**src/rtl/seg_pkg.sv**
```systemverilog
package seg_pkg;
  localparam int NREG = 7;
  localparam logic [2:0] TGT_CS   = 3'd0;
  localparam logic [2:0] TGT_SS   = 3'd1;
  localparam logic [2:0] TGT_DS   = 3'd2;
  localparam logic [2:0] TGT_GS   = 3'd5;
  localparam logic [2:0] TGT_LDTR = 3'd6;
  localparam logic [1:0] FC_NONE  = 2'd0;
  localparam logic [1:0] FC_GP    = 2'd1;
  localparam logic [1:0] FC_NP    = 2'd2;

  typedef struct packed {
    logic        valid;
    logic [15:0] sel;
    logic [31:0] base;
    logic [31:0] limit;
    logic [11:0] attr;
  } seg_cache_t;
endpackage

```
**src/rtl/seg_sel_decode.sv**
```systemverilog
module seg_sel_decode
  import seg_pkg::*;
#(
  parameter int ADDR_W = 32
) (
  input  logic [15:0]       sel,
  input  logic [2:0]        tgt,
  input  logic              long_mode,
  input  logic [1:0]        cpl,
  input  logic [ADDR_W-1:0] gdt_base,
  input  logic [15:0]       gdt_limit,
  input  logic              ldt_valid,
  input  logic [31:0]       ldt_base,
  input  logic [31:0]       ldt_limit,
  output logic              is_null,
  output logic              null_ok,
  output logic              pre_gp,
  output logic [ADDR_W-1:0] entry_addr
);
  logic [12:0] index;
  logic        ti;
  logic [15:0] last_byte;
  logic [15:0] first_byte;
  logic        oob;
  logic        bad_tgt;

  assign index      = sel[15:3];
  assign ti         = sel[2];
  assign last_byte  = {index, 3'b111};
  assign first_byte = {index, 3'b000};
  assign is_null    = (index == '0) && !ti;
  assign bad_tgt    = (tgt > TGT_LDTR);

  always_comb begin
    case (tgt)
      TGT_CS:  null_ok = 1'b0;
      TGT_SS:  null_ok = long_mode && (cpl != 2'd3);
      default: null_ok = !bad_tgt;
    endcase
  end

  assign oob = ti ? ({16'b0, last_byte} > ldt_limit) : (last_byte > gdt_limit);
  assign pre_gp = bad_tgt || (ti && (tgt == TGT_LDTR)) || (ti && !ldt_valid) || oob;
  assign entry_addr = (ti ? ADDR_W'(ldt_base) : gdt_base) + ADDR_W'(first_byte);
endmodule

```
**src/rtl/seg_desc_check.sv**
```systemverilog
module seg_desc_check
  import seg_pkg::*;
(
  input  logic [63:0] desc,
  input  logic [2:0]  tgt,
  output logic        type_ok,
  output logic        present,
  output logic        need_wb,
  output logic [31:0] base,
  output logic [31:0] limit,
  output logic [11:0] attr
);
  logic        s_bit;
  logic [3:0]  typ;
  logic [19:0] lim20;

  assign s_bit   = desc[44];
  assign typ     = desc[43:40];
  assign present = desc[47];
  assign lim20   = {desc[51:48], desc[15:0]};

  always_comb begin
    case (tgt)
      TGT_CS:   type_ok = s_bit && typ[3];
      TGT_SS:   type_ok = s_bit && !typ[3] && typ[1];
      TGT_LDTR: type_ok = !s_bit && (typ == 4'b0010);
      default:  type_ok = (tgt <= TGT_GS) && s_bit && (!typ[3] || typ[1]);
    endcase
  end

  assign need_wb = s_bit && !typ[0];
  assign base    = {desc[63:56], desc[39:32], desc[31:16]};
  assign limit   = desc[55] ? {lim20, 12'hFFF} : {12'h000, lim20};
  assign attr    = {desc[55:52], desc[47:44], typ[3:1], typ[0] | s_bit};
endmodule

```
**src/rtl/seg_cache_file.sv**
```systemverilog
module seg_cache_file
  import seg_pkg::*;
(
  input  logic       clk,
  input  logic       rst,
  input  logic       wr_en,
  input  logic [2:0] wr_idx,
  input  seg_cache_t wr_data,
  input  logic [2:0] rd_idx,
  output seg_cache_t rd_data,
  output seg_cache_t ldt_ent
);
  seg_cache_t regs [NREG];

  for (genvar g = 0; g < NREG; g++) begin : g_reg
    seg_cache_t r_q;
    always_ff @(posedge clk) begin
      if (rst) r_q <= '0;
      else if (wr_en && (wr_idx == 3'(g))) r_q <= wr_data;
    end
    assign regs[g] = r_q;
  end

  assign ldt_ent = regs[TGT_LDTR];

  always_ff @(posedge clk) begin
    if (rst) rd_data <= '0;
    else if (rd_idx < 3'(NREG)) rd_data <= regs[rd_idx];
    else rd_data <= '0;
  end

  assert_wr_idx_R6: assert property (@(posedge clk) disable iff (rst)
    wr_en |-> (wr_idx < 3'(NREG)));
endmodule

```
**src/rtl/seg_load_unit.sv**
```systemverilog
module seg_load_unit
  import seg_pkg::*;
#(
  parameter int ADDR_W = 32
) (
  input  logic              clk,
  input  logic              rst,
  input  logic              start,
  input  logic [15:0]       sel_in,
  input  logic [2:0]        target,
  input  logic              long_mode,
  input  logic [ADDR_W-1:0] gdt_base,
  input  logic [15:0]       gdt_limit,
  output logic              busy,
  output logic              done,
  output logic              fault,
  output logic [1:0]        fault_code,
  output logic [15:0]       fault_sel,
  output logic [1:0]        cpl,
  input  logic [2:0]        rd_target,
  output logic              rd_valid,
  output logic [15:0]       rd_sel,
  output logic [31:0]       rd_base,
  output logic [31:0]       rd_limit,
  output logic [11:0]       rd_attr,
  output logic              mem_req,
  output logic              mem_we,
  output logic [ADDR_W-1:0] mem_addr,
  output logic [63:0]       mem_wdata,
  input  logic              mem_ready,
  input  logic [63:0]       mem_rdata
);
  localparam int ABIT = 40;

  typedef enum logic [2:0] {
    ST_IDLE, ST_CHECK, ST_FETCH, ST_EVAL, ST_WB, ST_COMMIT, ST_FAULT
  } state_t;

  state_t            state;
  logic [15:0]       sel_q;
  logic [2:0]        tgt_q;
  logic [63:0]       desc_q;
  logic [ADDR_W-1:0] addr_q;
  seg_cache_t        cdata_q;
  seg_cache_t        rd_data;
  seg_cache_t        ldt_ent;

  logic              is_null, null_ok, pre_gp;
  logic [ADDR_W-1:0] entry_addr;
  logic              type_ok, present, need_wb;
  logic [31:0]       d_base, d_limit;
  logic [11:0]       d_attr;

  seg_sel_decode #(.ADDR_W(ADDR_W)) i_dec (
    .sel(sel_q), .tgt(tgt_q), .long_mode(long_mode), .cpl(cpl),
    .gdt_base(gdt_base), .gdt_limit(gdt_limit),
    .ldt_valid(ldt_ent.valid), .ldt_base(ldt_ent.base), .ldt_limit(ldt_ent.limit),
    .is_null(is_null), .null_ok(null_ok), .pre_gp(pre_gp), .entry_addr(entry_addr)
  );

  seg_desc_check i_chk (
    .desc(desc_q), .tgt(tgt_q), .type_ok(type_ok), .present(present),
    .need_wb(need_wb), .base(d_base), .limit(d_limit), .attr(d_attr)
  );

  seg_cache_file i_cache (
    .clk(clk), .rst(rst), .wr_en(state == ST_COMMIT), .wr_idx(tgt_q),
    .wr_data(cdata_q), .rd_idx(rd_target), .rd_data(rd_data), .ldt_ent(ldt_ent)
  );

  always_ff @(posedge clk) begin
    if (rst) begin
      state      <= ST_IDLE;
      sel_q      <= '0;
      tgt_q      <= '0;
      desc_q     <= '0;
      addr_q     <= '0;
      cdata_q    <= '0;
      busy       <= 1'b0;
      done       <= 1'b0;
      fault      <= 1'b0;
      fault_code <= FC_NONE;
      fault_sel  <= '0;
      cpl        <= 2'd0;
    end else begin
      done  <= 1'b0;
      fault <= 1'b0;
      case (state)
        ST_IDLE: if (start) begin
          sel_q      <= sel_in;
          tgt_q      <= target;
          busy       <= 1'b1;
          fault_code <= FC_NONE;
          fault_sel  <= '0;
          state      <= ST_CHECK;
        end
        ST_CHECK: begin
          if (is_null) begin
            if (null_ok) begin
              cdata_q       <= '0;
              cdata_q.sel   <= sel_q;
              state         <= ST_COMMIT;
            end else begin
              fault_code <= FC_GP;
              state      <= ST_FAULT;
            end
          end else if (pre_gp) begin
            fault_code <= FC_GP;
            state      <= ST_FAULT;
          end else begin
            addr_q <= entry_addr;
            state  <= ST_FETCH;
          end
        end
        ST_FETCH: if (mem_ready) begin
          desc_q <= mem_rdata;
          state  <= ST_EVAL;
        end
        ST_EVAL: begin
          if (!type_ok) begin
            fault_code <= FC_GP;
            state      <= ST_FAULT;
          end else if (!present) begin
            fault_code <= FC_NP;
            state      <= ST_FAULT;
          end else begin
            cdata_q <= '{valid: 1'b1, sel: sel_q, base: d_base, limit: d_limit, attr: d_attr};
            state   <= (need_wb && (tgt_q != TGT_LDTR)) ? ST_WB : ST_COMMIT;
          end
        end
        ST_WB: if (mem_ready) state <= ST_COMMIT;
        ST_COMMIT: begin
          done  <= 1'b1;
          busy  <= 1'b0;
          if ((tgt_q == TGT_CS) && cdata_q.valid) cpl <= cdata_q.attr[6:5];
          state <= ST_IDLE;
        end
        ST_FAULT: begin
          done      <= 1'b1;
          fault     <= 1'b1;
          busy      <= 1'b0;
          fault_sel <= sel_q;
          state     <= ST_IDLE;
        end
        default: state <= ST_IDLE;
      endcase
    end
  end

  assign mem_req   = (state == ST_FETCH) || (state == ST_WB);
  assign mem_we    = (state == ST_WB);
  assign mem_addr  = addr_q;
  assign mem_wdata = desc_q | (64'd1 << ABIT);

  assign rd_valid = rd_data.valid;
  assign rd_sel   = rd_data.sel;
  assign rd_base  = rd_data.base;
  assign rd_limit = rd_data.limit;
  assign rd_attr  = rd_data.attr;

  assert_mem_hold_R12: assert property (@(posedge clk) disable iff (rst)
    (mem_req && !mem_ready) |=> (mem_req && $stable(mem_addr) && $stable(mem_we)));
  assert_req_busy_R12: assert property (@(posedge clk) disable iff (rst)
    mem_req |-> busy);
  assert_done_idle_R12: assert property (@(posedge clk) disable iff (rst)
    done |-> !busy);
  assert_fault_code_R11: assert property (@(posedge clk) disable iff (rst)
    fault |-> (done && (fault_code != FC_NONE)));
  assert_no_ldt_wb_R8: assert property (@(posedge clk) disable iff (rst)
    mem_we |-> (tgt_q != TGT_LDTR));
endmodule

```
**config.mk**
```make
export PLATFORM = sky130hd
export DESIGN_NAME = seg_load_unit
export DESIGN_NICKNAME = d
export VERILOG_FILES = /design/src/rtl/seg_pkg.sv /design/src/rtl/seg_sel_decode.sv /design/src/rtl/seg_desc_check.sv /design/src/rtl/seg_cache_file.sv /design/src/rtl/seg_load_unit.sv
export SDC_FILE = /design/constraint.sdc
export NUM_CORES = 2
export LEC_CHECK = 0
export ABC_AREA = 1
export BUFFER_PORTS_ARGS = -buffer_cell sky130_fd_sc_hd__buf_2
export CORE_ASPECT_RATIO = 0.9
export CORE_MARGIN = 3
export CORE_UTILIZATION = 35
export DETAILED_ROUTE_END_ITERATION = 6
export SLEW_MARGIN = 20
export SYNTH_ARGS = -nofsm -noshare
export SYNTH_HDL_FRONTEND = slang
export SYNTH_SLANG_ARGS = --single-unit
```
**constraint.sdc**
```tcl
create_clock -name clk -period 2.8 [get_ports clk]
set_clock_uncertainty 0.2 [all_clocks]
set_input_delay 0.56 -clock clk [delete_from_list [all_inputs] [get_ports clk]]
set_output_delay 0.56 -clock clk [all_outputs]
set_load 0.01 [all_outputs]
```
Word level (Yosys, flattened, before mapping). Cells that the tools add are included.

Latch bits: 0. Logic and storage cells: 178. Bits in writable memories: 0. Memories: 0. Output and inout bits: 214. Register bits: 978. Input port bits: 139. ROM bits: 0.

Multiplexer cells: 36. Eq/ne operators: 25. Magnitude comparators: 6. Shift-type cells: 0. Bitwise gates (word level): 5. Divide/modulo/power cells: 0. Reduce and logical (&&, ||, !) cells: 49. Add/subtract/negate cells: 1. $mul: 0.

Operator list (count): $mux W93 (6); $bmux W93 S3 (1); $pmux W93 S2 (1); $mux W32 (2); $add A32 B16 Y32 (1); $gt A16 B32 Y1 (1); $pmux W16 S2 (1); $logic_and A1 B1 Y1 (20); $eq A3 B3 Y1 const B (6); $mux W2 (9); $gt A16 B16 Y1 (1); $mux W16 (1); $mux W3 (5); $pmux W3 S5 (1); $logic_not A13 Y1 (1); $eq A3 B2 Y1 const B (4); $ne A2 B2 Y1 const B (5); $reduce_and A2 Y1 (5); $reduce_and A5 Y1 (2); $ne A3 B3 Y1 const B (3); $eq A3 B1 Y1 const B (2); $logic_not A1 Y1 (6); $logic_not A3 Y1 (2); $ne A2 B1 Y1 const B (3); other kinds (18) (33).

Longest topological paths before layout.
Word-level depth: 8. Mapped depth: 20. Mapped depth without buffers: 17.

Modules after synthesis. From an unflattened synthesis, not the netlist that was laid out.

Cell total of the unflattened synthesis: 6591. Area, all modules: 44774.2 µm².

By module, submodules not included: seg_cache_file (area each 32552.5 µm², times used 1, cells each 4789, sequential area each 14894.3 µm²); seg_load_unit (area each 8767.2 µm², times used 1, cells each 1108, sequential area each 4684.5 µm²); seg_sel_decode (area each 2765.2 µm², times used 1, cells each 564, sequential area each 0.0 µm²); seg_desc_check (area each 689.4 µm², times used 1, cells each 130, sequential area each 0.0 µm²).

Worst setup path before layout. Ideal clock, no wire load.

Path type: register to register. From: register sel_q[2]. To: register addr_q[25], in the netlist mem_addr[25]. Slack: -0.184 ns. Data arrival time: 2.669 ns. Clock period less this slack: 2.984 ns. Path buffers: 3. Setup time: 0.115 ns. Data required time: 2.485 ns. Cell stages (with the launch flop): 18. Cell sequence: dfxtp_1 buf_2 inv_1 buf_4 clkbuf_1 nand2_1 o21ai_0 ha_1 inv_1 fa_1 o21ai_0 nand2_1 nand2_1 nand3_1 nand2_1 nand3_1 a21oi_1 nor2_1.

Cells in the longest elaborated chain, start to end: 6. Elaborated cells between the ends (all ways): 13. Those cells by class: add/sub (1); mux (2); bitwise (2); reduce/logical (8).

RTL lines: from (decl) (RTL line seg_load_unit.sv:40) `logic [15:0] sel_q;`; from (signal assigned) (RTL line seg_load_unit.sv:90) `sel_q <= sel_in;`; branches (longest 6 deep; another with $add A32 B16 Y32); to (signal assigned) (RTL line seg_load_unit.sv:111) `addr_q <= entry_addr;`; to (decl) (RTL line seg_load_unit.sv:43) `logic [ADDR_W-1:0] addr_q;`.

Parallel ways; which one is timed is not known. A chain may end at the register's enable or synchronous reset.

Worst setup path in the final report.
From: register state[1]. To: output mem_req.

Cells in the longest elaborated chain, start to end: 2. Elaborated cells between the ends (all ways): 3. Those cells by class: eq/ne (2); reduce/logical (1).

RTL lines: from (decl) (RTL line seg_load_unit.sv:39) `state_t state;`; from (signal assigned) (RTL line seg_load_unit.sv:128) `state <= (need_wb && (tgt_q != TGT_LDTR)) ? ST_WB : ST_COMMIT;`; $eq A3 B2 Y1 / $eq A3 B3 Y1 (equally long branches) (RTL line seg_load_unit.sv:150) `assign mem_req = (state == ST_FETCH) || (state == ST_WB);`; $logic_or A1 B1 Y1 * (RTL line seg_load_unit.sv:150); to (decl) (RTL line seg_load_unit.sv:26) `output logic mem_req,`.

Mark *: on every way between the ends. The rest lies on a longest branch, timed or not.

==> summary.md <==
| Metric | Value |
|---|---|
| I/O Buffers | 351 |
| Met2 GRT Util | 34.4% |
| FF-to-FF Start | sel_q[2]$_SDFFE_PP0P_ |
| Number of placement rows | 116 |
| TritonCTS clock tree | yes |
| DRC viols | 0 |
| Synthesized net count | 5562 |
| Clock Tree Buf Depth | 3 |
| Filler cells | 11468 |
| Total Routing Usage GR | 23.1% |
| Post-route ant nets | 0 |
| Initial Util | 35.6% |
| Run status | complete, no violations |
| Core ar. | 0.112 mm^2 |
| Synth area leader | dfxtp_1 |
| Multi-input gate area | 0.0167 mm^2 |
| Router iterations before antenna repair | 5 |
| Layout area overhead | 19.0% |
| Flop2flop setup slack | 0.16 ns |
| Maximum vdd drop | 0.591 mV |
| Ratio of cells with drive above 1 in the final layout | 12.6% |
| Fin Hold WS | 0.0483 ns |
| Final #Nets | 5766 |
| Gpl congestion | 0.917 |
| Placed Instances | 6881 |
| Top cell type's share of synthesized area | 48.6% |
| Fin crit period | 2.68 ns |
| Fin cells | 7148 |
| Met3 usage | 4.03% |
| Initial antenna violation count | 10 |
| Reg2reg path depth | 13 |
| WHS Path Cells | 5 |
| Final period utilization | 95.7% |
| Max Fanout on Critical Path | 4 |
| Critical R2R Capture | mem_addr[9]$_SDFFE_PP0P_ |
| P_leak | 19.1 nW |
| First-pass GRT wire length | 213000 um |
| Grt ovf | 0 |
| Die Y | 326 um |
| Async SR Flop Fraction | 0% |
| Clk root buf | clkbuf_16 |
| Met1 usage | 33.7% |
| Final setup viols | 0 |
| Max cap viols | 0 |
| Die area | 0.118 mm^2 |
| PwrDens | 751 mW/mm^2 |
| Largest net degree at the start of global routing | 160 |
| WHS Endpoint | mem_addr[2]$_SDFFE_PP0P_ |
| Arrival time of the worst setup path | 1.92 ns |
| Most used flip-flop cell after synthesis | dfxtp_1 |
| Tightest Pin Transition | 1.06 ns |
| Fin. Hold Viols | 0 |
| DIE WIDTH | 362 um |
| Worst Hold Class | in -> reg |
| Most Crowded Layer GR | met2 |
| Worst hold start | gdt_base[2] |
| Unrepaired setup endpoints after global routing | true |
| Synthesized area | 0.0399 mm^2 |
| Avg WL per Cell | 19.8 um |
| Most frequent cells in the layout | o21ai_0 (1244), dfxtp_1 (968), a21oi_1 (831), nor2_1 (709), inv_1 (429) |
| CTS Sinks | 969 |
| H-tree levels | 3 |
| F_max | 373 MHz |
| Iteration-0 DRC Markers | 3737 |
| Final HPWL DP | 90400 um |
| Worst skew pair latency | 0.71 ns |
| Main area contributors after synthesis | dfxtp_1 (49%), o21ai_0 (16%), a21oi_1 (10%) |
| Vias in the first global route | 33818 |
| Syn Inst Count | 5383 |
| Max Slew Vio Count | 0 |
| Sequential cell area | 0.0194 mm^2 |
| Count of different cell masters after synthesis | 37 |
| Average size of a mapped cell | 7.41 um^2 |
| Vias per cell | 5.22 |
| Vias | 37284 |
| Synth Register Bits | 969 |
| Number of enable flip-flop cells after synthesis | 0 |
| Ys Warns | 0 |
| Post-Route WL | 142000 um |
| Post-synthesis sequential area ratio | 48.6% |
| I/O pin count | 353 |
| CP required | 2.04 ns |
| CTS buffer count | 105 |
| Setup Buffers After CTS | 0 |
| Rel. slew slack | 29.5% |
| CP startpoint kind | flip-flop |
| Worst setup path class | reg -> out |
| Most common cell after layout, fill and taps aside | o21ai_0 |
| Crit path capture type | output pin |
| Clock slew at reported path FFs | 0.07 ns |
## layer usage
layer	wire length, um	vias to the layer above
met1	66400	17413
met4	4180	2
met2	60100	1352
li1	-	18311
met3	11000	206
met5	13	-
## power by group
part           leakage [nW]  internal [mW]  switching [mW]  total [mW]
combinational          9.52           2.26            4.18        6.44
sequential             7.83           14.5           0.682        15.2
clock                  1.70           8.13            5.91        14.0
total                  19.1           24.9            10.8        35.7
## stage by stage
step / power [mW] / worst slack, ns / instance area, um^2 / utilization, % / setup TNS, ns
floorplan: 18.9 / 0.0356 / 39900 / - / 0
global placement: 21.7 / -0.150 / 43200 / 38.5 / -7.40
detailed placement: 21.7 / -0.0973 / 43200 / 38.5 / -2.71
CTS: 35.9 / 0.0563 / 47500 / 42.3 / 0
global route: 37.2 / -0.00749 / 47500 / 42.3 / -0.00815
finish: 35.7 / 0.121 / 47500 / 42.3 / 0
## how the worst max path moves through the flow
| stage | from | to |
|---|---|---|
| after floorplan | sel_q[2]$_SDFFE_PP0P_ | mem_addr[25]$_SDFFE_PP0P_ |
| after global placement | long_mode | cdata_q[45]$_SDFFE_PP0P_ |
| after detailed placement | gdt_limit[11] | mem_addr[8]$_SDFFE_PP0P_ |
| after CTS | sel_q[2]$_SDFFE_PP0P_ | mem_addr[9]$_SDFFE_PP0P_ |
| after global routing | sel_q[2]$_SDFFE_PP0P_ | mem_addr[30]$_SDFFE_PP0P_ |
| final | state[1]$_SDFFE_PP0P_ | mem_req |
## sequential cells by signal, summed over array words and instances, names as in the netlist, 16 cells and up
register,cells
i_cache.g.r_q,552
cdata_q,92
i_cache.ldt_ent,92
i_cache.rd_data,92
desc_q,64
mem_addr,32
fault_sel,16
sel_q,16
## worst max-delay path, stage by stage, from the launching register on
cell and delay, ns:
dfxtp_1 0.42, inv_2 0.07, nor2_1 0.09, inv_1 0.07, nor2_1 0.14, inv_1 0.12
nand2_1 0.12, buf_2 0.19
## area by class of cell
type / instances / area share [%]
flip-flops and latches: 969 / 40.8
clock buffers: 155 / 6.44
clock inverters: 33 / 0.901
well taps: 1475 / 3.88
diodes: 5 / 0.0263
repair buffers: 579 / 9.10
inverters: 453 / 3.65
multi-input cells: 3479 / 35.2
## cell usage after synthesis, types with 2 or more instances
cell	instances
a21oi_1	831
a311oi_1	4
a31oi_1	88
and2_1	3
buf_1	15
buf_2	63
buf_4	67
buf_6	5
clkbuf_1	332
clkinv_1	2
dfxtp_1	969
ha_1	39
inv_1	437
inv_2	14
nand2_1	404
nand2_2	3
nand3_1	63
nand3b_1	3
nand4_1	6
nor2_1	713
nor3_1	8
nor3_2	3
nor4_4	2
o211ai_1	2
o21ai_0	1250
o21ai_1	10
o22ai_1	23
xor2_1	15
## timing repair
| action | in CTS | in global routing |
|---|---|---|
| gates resized for setup | 3 | 16 |
| endpoints found under the setup margin | 19 | 67 |
| hold endpoints to repair | 74 | 0 |
| hold buffers | 74 | 0 |
| pin swaps | 0 | 1 |
## kinds of logic after synthesis
family | Yosys count | share of synthesized area, %
compound gates | 2211 | 28.2
simple gates | 1211 | 11.9
flops | 969 | 48.6
buf+inv | 935 | 9.72
fa+ha+maj | 40 | 1.27
xor+xnor | 16 | 0.351
other cells | 1 | 0.00940
No activity file was read; power rests on OpenSTA's default activity.
